<file path="config.mk">
export PLATFORM = sky130hd
export DESIGN_NAME = cmpskip_unit
export DESIGN_NICKNAME = d
export VERILOG_FILES = /design/src/rtl/cmpskip_pkg.sv /design/src/rtl/cmpskip_decode.sv /design/src/rtl/cmpskip_bank_addr.sv /design/src/rtl/cmpskip_compare.sv /design/src/rtl/cmpskip_unit.sv
export SDC_FILE = /design/constraint.sdc
export NUM_CORES = 1
export LEC_CHECK = 0
export BUFFER_PORTS_ARGS = -buffer_cell sky130_fd_sc_hd__buf_2
export CORE_ASPECT_RATIO = 0.8
export CORE_UTILIZATION = 45
export CTS_CLUSTER_DIAMETER = 120
export DETAILED_ROUTE_END_ITERATION = 10
export PLACE_DENSITY = 0.71
export SKIP_LAST_GASP = 1
export SLEW_MARGIN = 10
export SYNTH_ARGS = -nofsm -noshare
export SYNTH_HDL_FRONTEND = slang
export SYNTH_HIERARCHICAL = 1
export SYNTH_SLANG_ARGS = --single-unit
</file>
<file path="constraint.sdc">
create_clock -name clk -period 4.9 [get_ports clk]
set_input_delay 0.49 -clock clk [delete_from_list [all_inputs] [get_ports clk]]
set_output_delay 0.49 -clock clk [all_outputs]
set_load 0.05 [all_outputs]
</file>
<file path="src/rtl/cmpskip_pkg.sv">
package cmpskip_pkg;

    localparam int WORD_W = 16;
    localparam int OFS_W  = 8;

    // Upper seven bits of the two compare opcodes
    localparam logic [6:0] OPC_ABOVE = 7'b0110010;
    localparam logic [6:0] OPC_BELOW = 7'b0110000;

    // First-word patterns of the two-word instructions
    localparam logic [3:0] OPC_PAIR_MOVE = 4'b1100;
    localparam logic [5:0] OPC_PAIR_LONG = 6'b111011;

    typedef enum logic [1:0] {
        K_PASS,
        K_ABOVE,
        K_BELOW,
        K_DEAD
    } slot_kind_e;

    typedef enum logic [1:0] {
        SQ_IDLE,
        SQ_HEAD,
        SQ_TAIL
    } squash_e;

endpackage

</file>
<file path="src/rtl/cmpskip_decode.sv">
module cmpskip_decode
    import cmpskip_pkg::*;
(
    input  logic [WORD_W-1:0] word,
    output slot_kind_e        kind,
    output logic              pair_head,
    output logic              use_bank,
    output logic [OFS_W-1:0]  offset
);

    always_comb begin
        if (word[15:9] == OPC_ABOVE) begin
            kind = K_ABOVE;
        end else if (word[15:9] == OPC_BELOW) begin
            kind = K_BELOW;
        end else begin
            kind = K_PASS;
        end
        pair_head = (word[15:12] == OPC_PAIR_MOVE) || (word[15:10] == OPC_PAIR_LONG);
        use_bank  = word[8];
        offset    = word[OFS_W-1:0];
    end

endmodule

</file>
<file path="src/rtl/cmpskip_bank_addr.sv">
module cmpskip_bank_addr #(
    parameter int BANK_W = 4,
    parameter int OFS_W  = 8
) (
    input  logic [OFS_W-1:0]        offset,
    input  logic                    use_bank,
    input  logic [BANK_W-1:0]       bank,
    output logic [BANK_W+OFS_W-1:0] addr
);

    // Access bank: low half of offsets maps to the bottom of memory,
    // high half maps to the top, i.e. the upper bits copy offset MSB.
    always_comb begin
        if (use_bank) begin
            addr = {bank, offset};
        end else begin
            addr = {{BANK_W{offset[OFS_W-1]}}, offset};
        end
    end

endmodule

</file>
<file path="src/rtl/cmpskip_compare.sv">
module cmpskip_compare #(
    parameter int DATA_W = 8
) (
    input  logic [DATA_W-1:0] mem_val,
    input  logic [DATA_W-1:0] acc_val,
    output logic              above,
    output logic              below
);

    logic [DATA_W:0] diff;
    logic            borrow;
    logic            zero;

    // Unsigned subtraction of the accumulator from the memory byte
    always_comb begin
        diff   = {1'b0, mem_val} - {1'b0, acc_val};
        borrow = diff[DATA_W];
        zero   = (diff[DATA_W-1:0] == '0);
        above  = !borrow && !zero;
        below  = borrow;
    end

endmodule

</file>
<file path="src/rtl/cmpskip_unit.sv">
module cmpskip_unit
    import cmpskip_pkg::*;
#(
    parameter int PC_W   = 12,
    parameter int DATA_W = 8,
    parameter int BANK_W = 4
) (
    input  logic                    clk,
    input  logic                    rst_n,
    input  logic [WORD_W-1:0]       fetch_word,
    input  logic [DATA_W-1:0]       wreg,
    input  logic [BANK_W-1:0]       bank_sel,
    input  logic [DATA_W-1:0]       dmem_rdata,
    output logic [PC_W-1:0]         pc,
    output logic [3:0]              phase,
    output logic [BANK_W+OFS_W-1:0] dmem_addr,
    output logic                    dmem_rd,
    output logic                    slot_squashed,
    output logic                    skip_taken
);

    localparam int             ADDR_W = BANK_W + OFS_W;
    localparam int             N_PH   = 4;
    localparam int             PH_W   = $clog2(N_PH);
    localparam logic [PH_W-1:0] PH_Q1 = PH_W'(0);
    localparam logic [PH_W-1:0] PH_Q2 = PH_W'(1);
    localparam logic [PH_W-1:0] PH_Q3 = PH_W'(2);
    localparam logic [PH_W-1:0] PH_Q4 = PH_W'(3);
    localparam logic [PH_W-1:0] PH_ONE = PH_W'(1);
    localparam logic [PC_W-1:0] PC_ONE = PC_W'(1);

    typedef struct packed {
        logic [PH_W-1:0]   ph;
        logic [PC_W-1:0]   pc;
        slot_kind_e        kind;
        squash_e           sq;
        logic              use_bank;
        logic [OFS_W-1:0]  offset;
        logic [DATA_W-1:0] opnd;
        logic              skip;
    } state_t;

    localparam state_t ST_RESET = '{
        ph:       PH_Q1,
        pc:       '0,
        kind:     K_PASS,
        sq:       SQ_IDLE,
        use_bank: 1'b0,
        offset:   '0,
        opnd:     '0,
        skip:     1'b0
    };

    state_t s_q;
    state_t s_d;

    slot_kind_e       dec_kind_d;
    logic             dec_pair_d;
    logic             dec_bank_d;
    logic [OFS_W-1:0] dec_ofs_d;
    logic [ADDR_W-1:0] addr_d;
    logic             cmp_above_d;
    logic             cmp_below_d;
    logic             is_cmp_d;

    cmpskip_decode u_dec (
        .word      (fetch_word),
        .kind      (dec_kind_d),
        .pair_head (dec_pair_d),
        .use_bank  (dec_bank_d),
        .offset    (dec_ofs_d)
    );

    cmpskip_bank_addr #(
        .BANK_W (BANK_W),
        .OFS_W  (OFS_W)
    ) u_addr (
        .offset   (s_q.offset),
        .use_bank (s_q.use_bank),
        .bank     (bank_sel),
        .addr     (addr_d)
    );

    cmpskip_compare #(
        .DATA_W (DATA_W)
    ) u_cmp (
        .mem_val (s_q.opnd),
        .acc_val (wreg),
        .above   (cmp_above_d),
        .below   (cmp_below_d)
    );

    always_comb begin
        s_d      = s_q;
        s_d.ph   = s_q.ph + PH_ONE;
        is_cmp_d = (s_q.kind == K_ABOVE) || (s_q.kind == K_BELOW);

        case (s_q.ph)
            PH_Q1: begin
                // Decode, or throw the fetched word away
                s_d.use_bank = dec_bank_d;
                s_d.offset   = dec_ofs_d;
                case (s_q.sq)
                    SQ_HEAD: begin
                        s_d.kind = K_DEAD;
                        s_d.sq   = dec_pair_d ? SQ_TAIL : SQ_IDLE;
                    end
                    SQ_TAIL: begin
                        s_d.kind = K_DEAD;
                        s_d.sq   = SQ_IDLE;
                    end
                    default: begin
                        s_d.kind = dec_kind_d;
                        s_d.sq   = SQ_IDLE;
                    end
                endcase
            end
            PH_Q2: begin
                if (is_cmp_d) begin
                    s_d.opnd = dmem_rdata;
                end
            end
            PH_Q3: begin
                s_d.skip = ((s_q.kind == K_ABOVE) && cmp_above_d) ||
                           ((s_q.kind == K_BELOW) && cmp_below_d);
            end
            default: begin
                s_d.pc   = s_q.pc + PC_ONE;
                s_d.skip = 1'b0;
                if (s_q.skip) begin
                    s_d.sq = SQ_HEAD;
                end
            end
        endcase
    end

    always_ff @(posedge clk or negedge rst_n) begin
        if (!rst_n) begin
            s_q <= ST_RESET;
        end else begin
            s_q <= s_d;
        end
    end

    always_comb begin
        phase        = '0;
        phase[s_q.ph] = 1'b1;
    end

    assign pc            = s_q.pc;
    assign dmem_addr     = addr_d;
    assign dmem_rd       = (s_q.ph == PH_Q2) && is_cmp_d;
    assign slot_squashed = (s_q.kind == K_DEAD);
    assign skip_taken    = s_q.skip && (s_q.ph == PH_Q4);

endmodule

</file>
==> results of run 1 <==
[critical path, cell delays in order, from the launching register on]
cell      delay, ns
dfrtp_1        0.34
inv_1          0.04
ha_1           0.22
fa_1           0.39
nor2b_1        0.18
o21ai_0        0.12
or4b_1         0.54
o211ai_2       0.09
a32oi_1        0.12
a22oi_1        0.15
o21ai_0        0.12
[cells in the mapped netlist (2+ instances only)]
master,number
nor3_1,5
buf_4,29
nand2_1,9
a21oi_1,5
xor2_1,9
dfrtp_1,36
xnor2_1,4
inv_1,19
ha_1,18
nor2_1,8
nand4_2,2
mux2_2,22
o21a_1,2
and2_1,2
o21ai_0,12
nand3b_1,2
nor2b_1,5
nand3_1,5
buf_2,3
[layer usage]
layer  GRT usage, %  share of wire (%)
met4           4.61               0.98
met1           21.1                 50
met5              0                  0
met2           26.0                 43
met3           5.56                6.0
[per-stage QoR]
| step | setup WS [ns] | hold slack [ns] | utilization (%) | area (um2) |
|---|---|---|---|---|
| 6_report | 2.46 | 0.303 | 54.9 | 2600 |
| 5_1_grt | 2.30 | 0.379 | 54.9 | 2600 |
| 4_1_cts | 2.47 | 0.330 | 54.9 | 2600 |
| 3_5_place_dp | 2.27 | 0.457 | 52.2 | 2470 |
| 3_3_place_gp | 2.32 | 0.453 | 52.2 | 2470 |
| 2_1_floorplan | 2.53 | 0.194 | - | 2280 |
[where the power goes]
group	leakage, nW	internal (mW)	switching, mW
clock	0.0645	0.180	0.103
combinational	0.820	0.173	0.201
sequential	0.457	0.336	0.0238
total	1.34	0.688	0.328
[worst paths after layout]
kind	to	slack (ns)	from	cells past startpoint
max reg2reg	s_q[0]$_DFFE_PN0N_	2.46	s_q[1]$_DFFE_PN0P_	10
max	s_q[0]$_DFFE_PN0N_	2.46	s_q[1]$_DFFE_PN0P_	10
min	s_q[3]$_DFFE_PN0P_	0.30	rst_n	1
max in group asynchronous	pc[10]$_DFFE_PN0N_	4.08	rst_n	1
min in group clk	s_q[1]$_DFFE_PN0P_	0.44	dmem_rdata[0]	2
min reg2reg	pc[11]$_DFFE_PN0N_	0.46	pc[11]$_DFFE_PN0N_	1
[flip-flops by register name, summed over array words and instances, names as in the netlist]
register	flops
s_q	24
pc	12
[cell usage in the layout, fill, tap and decap left out, types with 2 or more instances in the layout]
master and instances:
a21oi_1 5, and2_1 2, buf_2 68, clkbuf_8 7, dfrtp_1 36, ha_1 18
inv_1 19, mux2_2 22, nand2_1 9, nand3_1 5, nand3b_1 2, nand4_2 2
nor2_1 8, nor2b_1 5, nor3_1 5, o21a_1 2, o21ai_0 12, xnor2_1 4
xor2_1 9
[kinds of logic after synthesis]
family / after synthesis
compound gates: 28
mux: 23
simple gates: 45
fa+ha+maj: 19
flops: 36
xor+xnor: 13
buf+inv: 51
[area by class of cell]
| class | instances | area (um2) | area share [%] |
|---|---|---|---|
| inverters | 19 | 71.3 | 2.75 |
| clock buffers | 7 | 96.3 | 3.71 |
| repair buffers | 69 | 348 | 13.4 |
| flip-flops and latches | 36 | 901 | 34.7 |
| well taps | 60 | 75.1 | 2.89 |
| clock inverters | 1 | 30.0 | 1.16 |
| multi-input cells | 128 | 1080 | 41.4 |
==> impl_metrics.tcl, run 1 <==
set metrics [dict create \
    grt_antenna_before_repair 0 \
    cp.required_ns 5.06 \
    end_kind "flip-flop" \
    dr_total_vias 1564 \
    routed_wl_mm 3.89 \
    ant_nets 0 \
    cp_max_fo 3 \
    drc_errors 0 \
    grt-ovfl-total 0 \
    cts_sinks 36 \
    yosys.area_share.simple_pct 12.0 \
    period_minus_slack_ns 2.44 \
    synth_area_leaders "dfrtp_1 39%, mux2_2 11%, ha_1 9.9%" \
    cts_setup_buffers 0 \
    startpoint_type "flip-flop" \
    dp_hpwl_mm 2.98 \
    syn_nets 272 \
    dr.pass1.iters 4 \
    synth.distinct_cells 37 \
    clockBufferDepth 2 \
    nFillCells 429 \
    timing.final.crit_share_pct 49.7 \
    start_util_pct 48.2 \
    p_leak_nw 1.34 \
    hp-class "in -> async" \
    holdBufCountCts 0 \
    clk_pin_slew_worst_paths_ns 0.07 \
    synth_top_family_by_area "buffers and inverters" \
    die_x_um 81.6 \
    fin_setup_tns_ns 0 \
    cts_max_level 2 \
    io_buffer_count 68 \
    drt_iter0_drc 43 \
    muxShareOfSynthArea_pct 11.3 \
    cts-root-buf "clkbuf_8" \
    skew_ns 0.00704 \
    p_total_mw 1.02 \
    avgSynthCellArea_um2 10.6 \
    grt_pass1_wl_mm 6.58 \
    setup_viol 0 \
    netlist_instances 215 \
    dp_cells 312 \
    final_nets 316 \
    ios 69 \
    rsz0062_at_grt "false" \
    clock_latency_ns 0.28 \
    slew_headroom_pct 45.0 \
    die_y_um 65.7 \
    cts_buffers 5 \
    synth_async_sr_flop_share_pct 100 \
    status "finished clean" \
    grt_max_degree 37 \
    synth-compound-area-share_pct 8.17 \
    rows 22 \
    cts_tree "yes" \
    vias_per_cell 4.89 \
    arrival_ns 2.59 \
    cts_resized 0 \
    yosysSeqAreaShare_pct 39.5 \
    gp_congestion 0.738 \
    synth_top_area_share_pct 39.5 \
    maxCapViolations 0 \
    yosys.area_share.adder_pct 10.8 \
    ir_drop_mv 0.269 \
    synth-xor-area-share_pct 4.99 \
    ys_seq_elements 36 \
    dieArea_um2 5360 \
    fmax_mhz 410 \
    path_class "reg -> reg" \
    drv_slew 0 \
    yosys_warnings 6 \
    track_usage_pct 16.4 \
    syn_area_um2 2280 \
    finalHoldViolations 0 \
    worstMarginPinSlew_ns 0.825 \
    drive_gt1_share_pct 40.8 \
    diodes 0 \
    synth-edff-count 0 \
    pwr_density_cell_nw_per_um2 391 \
    area_delta_synth_final_pct 13.9 \
    synth_top_area_cell "dfrtp_1" \
    routedWlPerCell_um 12.2 \
    grt_pass1_vias 1541 \
    fin_cells 320 \
    coreArea_um2 4730 \
    synthFlopType "dfrtp_1" \
]
No activity file was read; power rests on OpenSTA's default activity.
==> run 2: changes to the inputs <==
--- a/config.mk
+++ b/config.mk
@@ -10,7 +10,7 @@
 export CORE_UTILIZATION = 45
 export CTS_CLUSTER_DIAMETER = 120
 export DETAILED_ROUTE_END_ITERATION = 10
-export PLACE_DENSITY = 0.71
+export PLACE_DENSITY = 0.74
 export SKIP_LAST_GASP = 1
 export SLEW_MARGIN = 10
 export SYNTH_ARGS = -nofsm -noshare
==> constraint.sdc (replaced) <==
create_clock -name clk -period 2 [get_ports clk]
set_input_delay 0.2 -clock clk [delete_from_list [all_inputs] [get_ports clk]]
set_output_delay 0.2 -clock clk [all_outputs]
set_load 0.05 [all_outputs]
==> run 2 against run 1 <==
Net effect:
- the run now ends with negative hold slack, negative setup slack left
- core utilization up 3.0 points
- via count up 3.6%
- clock power rose to 3.1 times the previous value
- register-to-register slack worse by 2.7 ns
- worst hold slack worse by 0.31 ns
- critical path type unchanged
- sequential cell count unchanged
- largest cell class unchanged
- die area unchanged
- clock skew down 0.00061 ns
==> impl_metrics.tcl, run 2 (synthesis gave the netlist of run 1 again) <==
set metrics [dict create \
    cts_max_level 2 \
    setup_slack_ns -0.197 \
    status "finished, violations left" \
    crit_slowest_cell "or4b_4" \
    placedInstanceArea_um2 2530 \
    r2r-end "s_q[0]$_DFFE_PN0N_" \
    track_usage_pct 17.4 \
    drc_errors 0 \
    io_buffer_count 68 \
    ios 69 \
    fin_cells 328 \
    grt_max_degree 37 \
    clk_pin_slew_worst_paths_ns 0.07 \
    gr-usage-met2_pct 27.0 \
    final_common_cell "buf_2" \
    final_nets 324 \
    cp_slowest_stage_delay_ns 0.49 \
    cts-root-buf "clkbuf_8" \
    violations "negative hold slack, negative setup slack" \
    dp_hpwl_mm 3.19 \
    end_kind "flip-flop" \
    startpoint_type "flip-flop" \
    vias_per_cell 4.94 \
    grt_util_met3_pct 4.17 \
    pwr_density_cell_nw_per_um2 1030 \
    dr_total_vias 1620 \
    coreArea_um2 4730 \
    slew_headroom_pct 49.0 \
    cp_max_fo 2 \
    grt_pass1_wl_mm 6.98 \
    rrSetupSlack_ns -0.20 \
    drt_iter0_drc 38 \
    clock_latency_ns 0.28 \
    holdBufCountCts 0 \
    dp_cells 319 \
    gp_congestion 0.884 \
    setup_viol 1 \
    hp-class "in -> async" \
    rows 22 \
    rsz0062_at_grt "true" \
    cts_tree "yes" \
    p_leak_nw 1.40 \
    diodes 0 \
    worst_path_dominant_cell_family "simple AND/OR/NAND/NOR gates" \
    period_minus_slack_ns 2.20 \
    ant_nets 0 \
    use_met1_pct 23.0 \
    die_x_um 81.6 \
    clockBufferDepth 2 \
    holdWs_ns -0.00867 \
    dieArea_um2 5360 \
    skew_ns 0.00644 \
    routed_wl_mm 4.12 \
    path_cells "inv_2 -> ha_4 -> fa_2 -> nor2b_4 -> o21ai_2 -> or4b_4 -> o211ai_2 -> a32oi_1 -> a22oi_1 -> o21ai_1" \
    grt_pass1_vias 1578 \
    grt_antenna_before_repair 0 \
    path_class "reg -> reg" \
    cp.required_ns 2.17 \
    drive_gt1_share_pct 45.1 \
    top_usage_layer "met2" \
    regToRegStartpoint "s_q[1]$_DFFE_PN0P_" \
    cts_buffers 5 \
    cts_sinks 36 \
    regMostFlops "s_q" \
    worstMarginPinSlew_ns 0.765 \
    final_area_um2 2740 \
    largest_reg_flops 24 \
    dp_slack_ns -0.253 \
    drv_slew 0 \
    start_util_pct 48.2 \
    fmax_mhz 455 \
    die_y_um 65.7 \
    arrival_ns 2.36 \
    reg2regPathDepth 10 \
    mostFrequentLayoutCells "68 x buf_2, 36 x dfrtp_1, 22 x mux2_2" \
    area_delta_synth_final_pct 20.0 \
    dr.pass1.iters 6 \
    ir_drop_mv 0.534 \
    timing.final.crit_share_pct 110 \
    grt-ovfl-total 0 \
    finalHoldViolations 28 \
    maxCapViolations 0 \
    path_buf_inv 1 \
    routedWlPerCell_um 12.6 \
]
==> run 2: how the worst max path moves through the flow <==
stage,startpoint,endpoint,slack [ns],depth (start not counted)
3_3_place_gp,s_q[1]$_DFFE_PN0P_,s_q[0]$_DFFE_PN0N_,-0.16,10
5_1_grt,s_q[1]$_DFFE_PN0P_,s_q[0]$_DFFE_PN0N_,-0.33,10
2_1_floorplan,s_q[1]$_DFFE_PN0P_,s_q[0]$_DFFE_PN0N_,-0.08,10
3_5_place_dp,s_q[1]$_DFFE_PN0P_,s_q[0]$_DFFE_PN0N_,-0.25,10
6_report,s_q[1]$_DFFE_PN0P_,s_q[0]$_DFFE_PN0N_,-0.20,10
4_1_cts,s_q[1]$_DFFE_PN0P_,s_q[0]$_DFFE_PN0N_,-0.24,10
==> run 2: layout make-up <==
cell class	instances	area [um2]
flip-flops and latches	36	901
fillers	424	2000
repair buffers	77	408
well taps	60	75.1
inverters	19	71.3
clock inverters	3	90.1
multi-input cells	128	1120
clock buffers	5	68.8
==> run 2: stage by stage <==
step           hold WS [ns]  setup TNS (ns)  util (%)  power, mW
2_1_floorplan       -0.0956         -0.0846         -       1.63
6_report           -0.00867          -0.197      57.8       2.82
5_1_grt              0.0664          -0.326      57.8       3.00
3_5_place_dp          0.339          -0.253      53.5       1.88
4_1_cts              0.0213          -0.240      57.1       2.79
3_3_place_gp          0.340          -0.160      53.5       1.85
==> run 2: timing repair <==
| item | 4_1_cts | 5_1_grt |
|---|---|---|
| endpoints found under the setup margin | 1 | 1 |
| pin swaps | 4 | 6 |
| resized for setup | 2 | 7 |
| setup buffers | 1 | 0 |
==> run 2: where the power goes <==
part	total (mW)	switching, mW	internal [mW]
combinational	1.06	0.556	0.509
clock	0.874	0.250	0.624
sequential	0.882	0.0587	0.823
total	2.82	0.865	1.96
==> run 2: layer usage <==
metal / vias up / part of all wire, %
met3: 6 / 4.8
met2: 46 / 46
li1: 805 / -
met5: - / 0
met4: 0 / 1.8
met1: 763 / 48
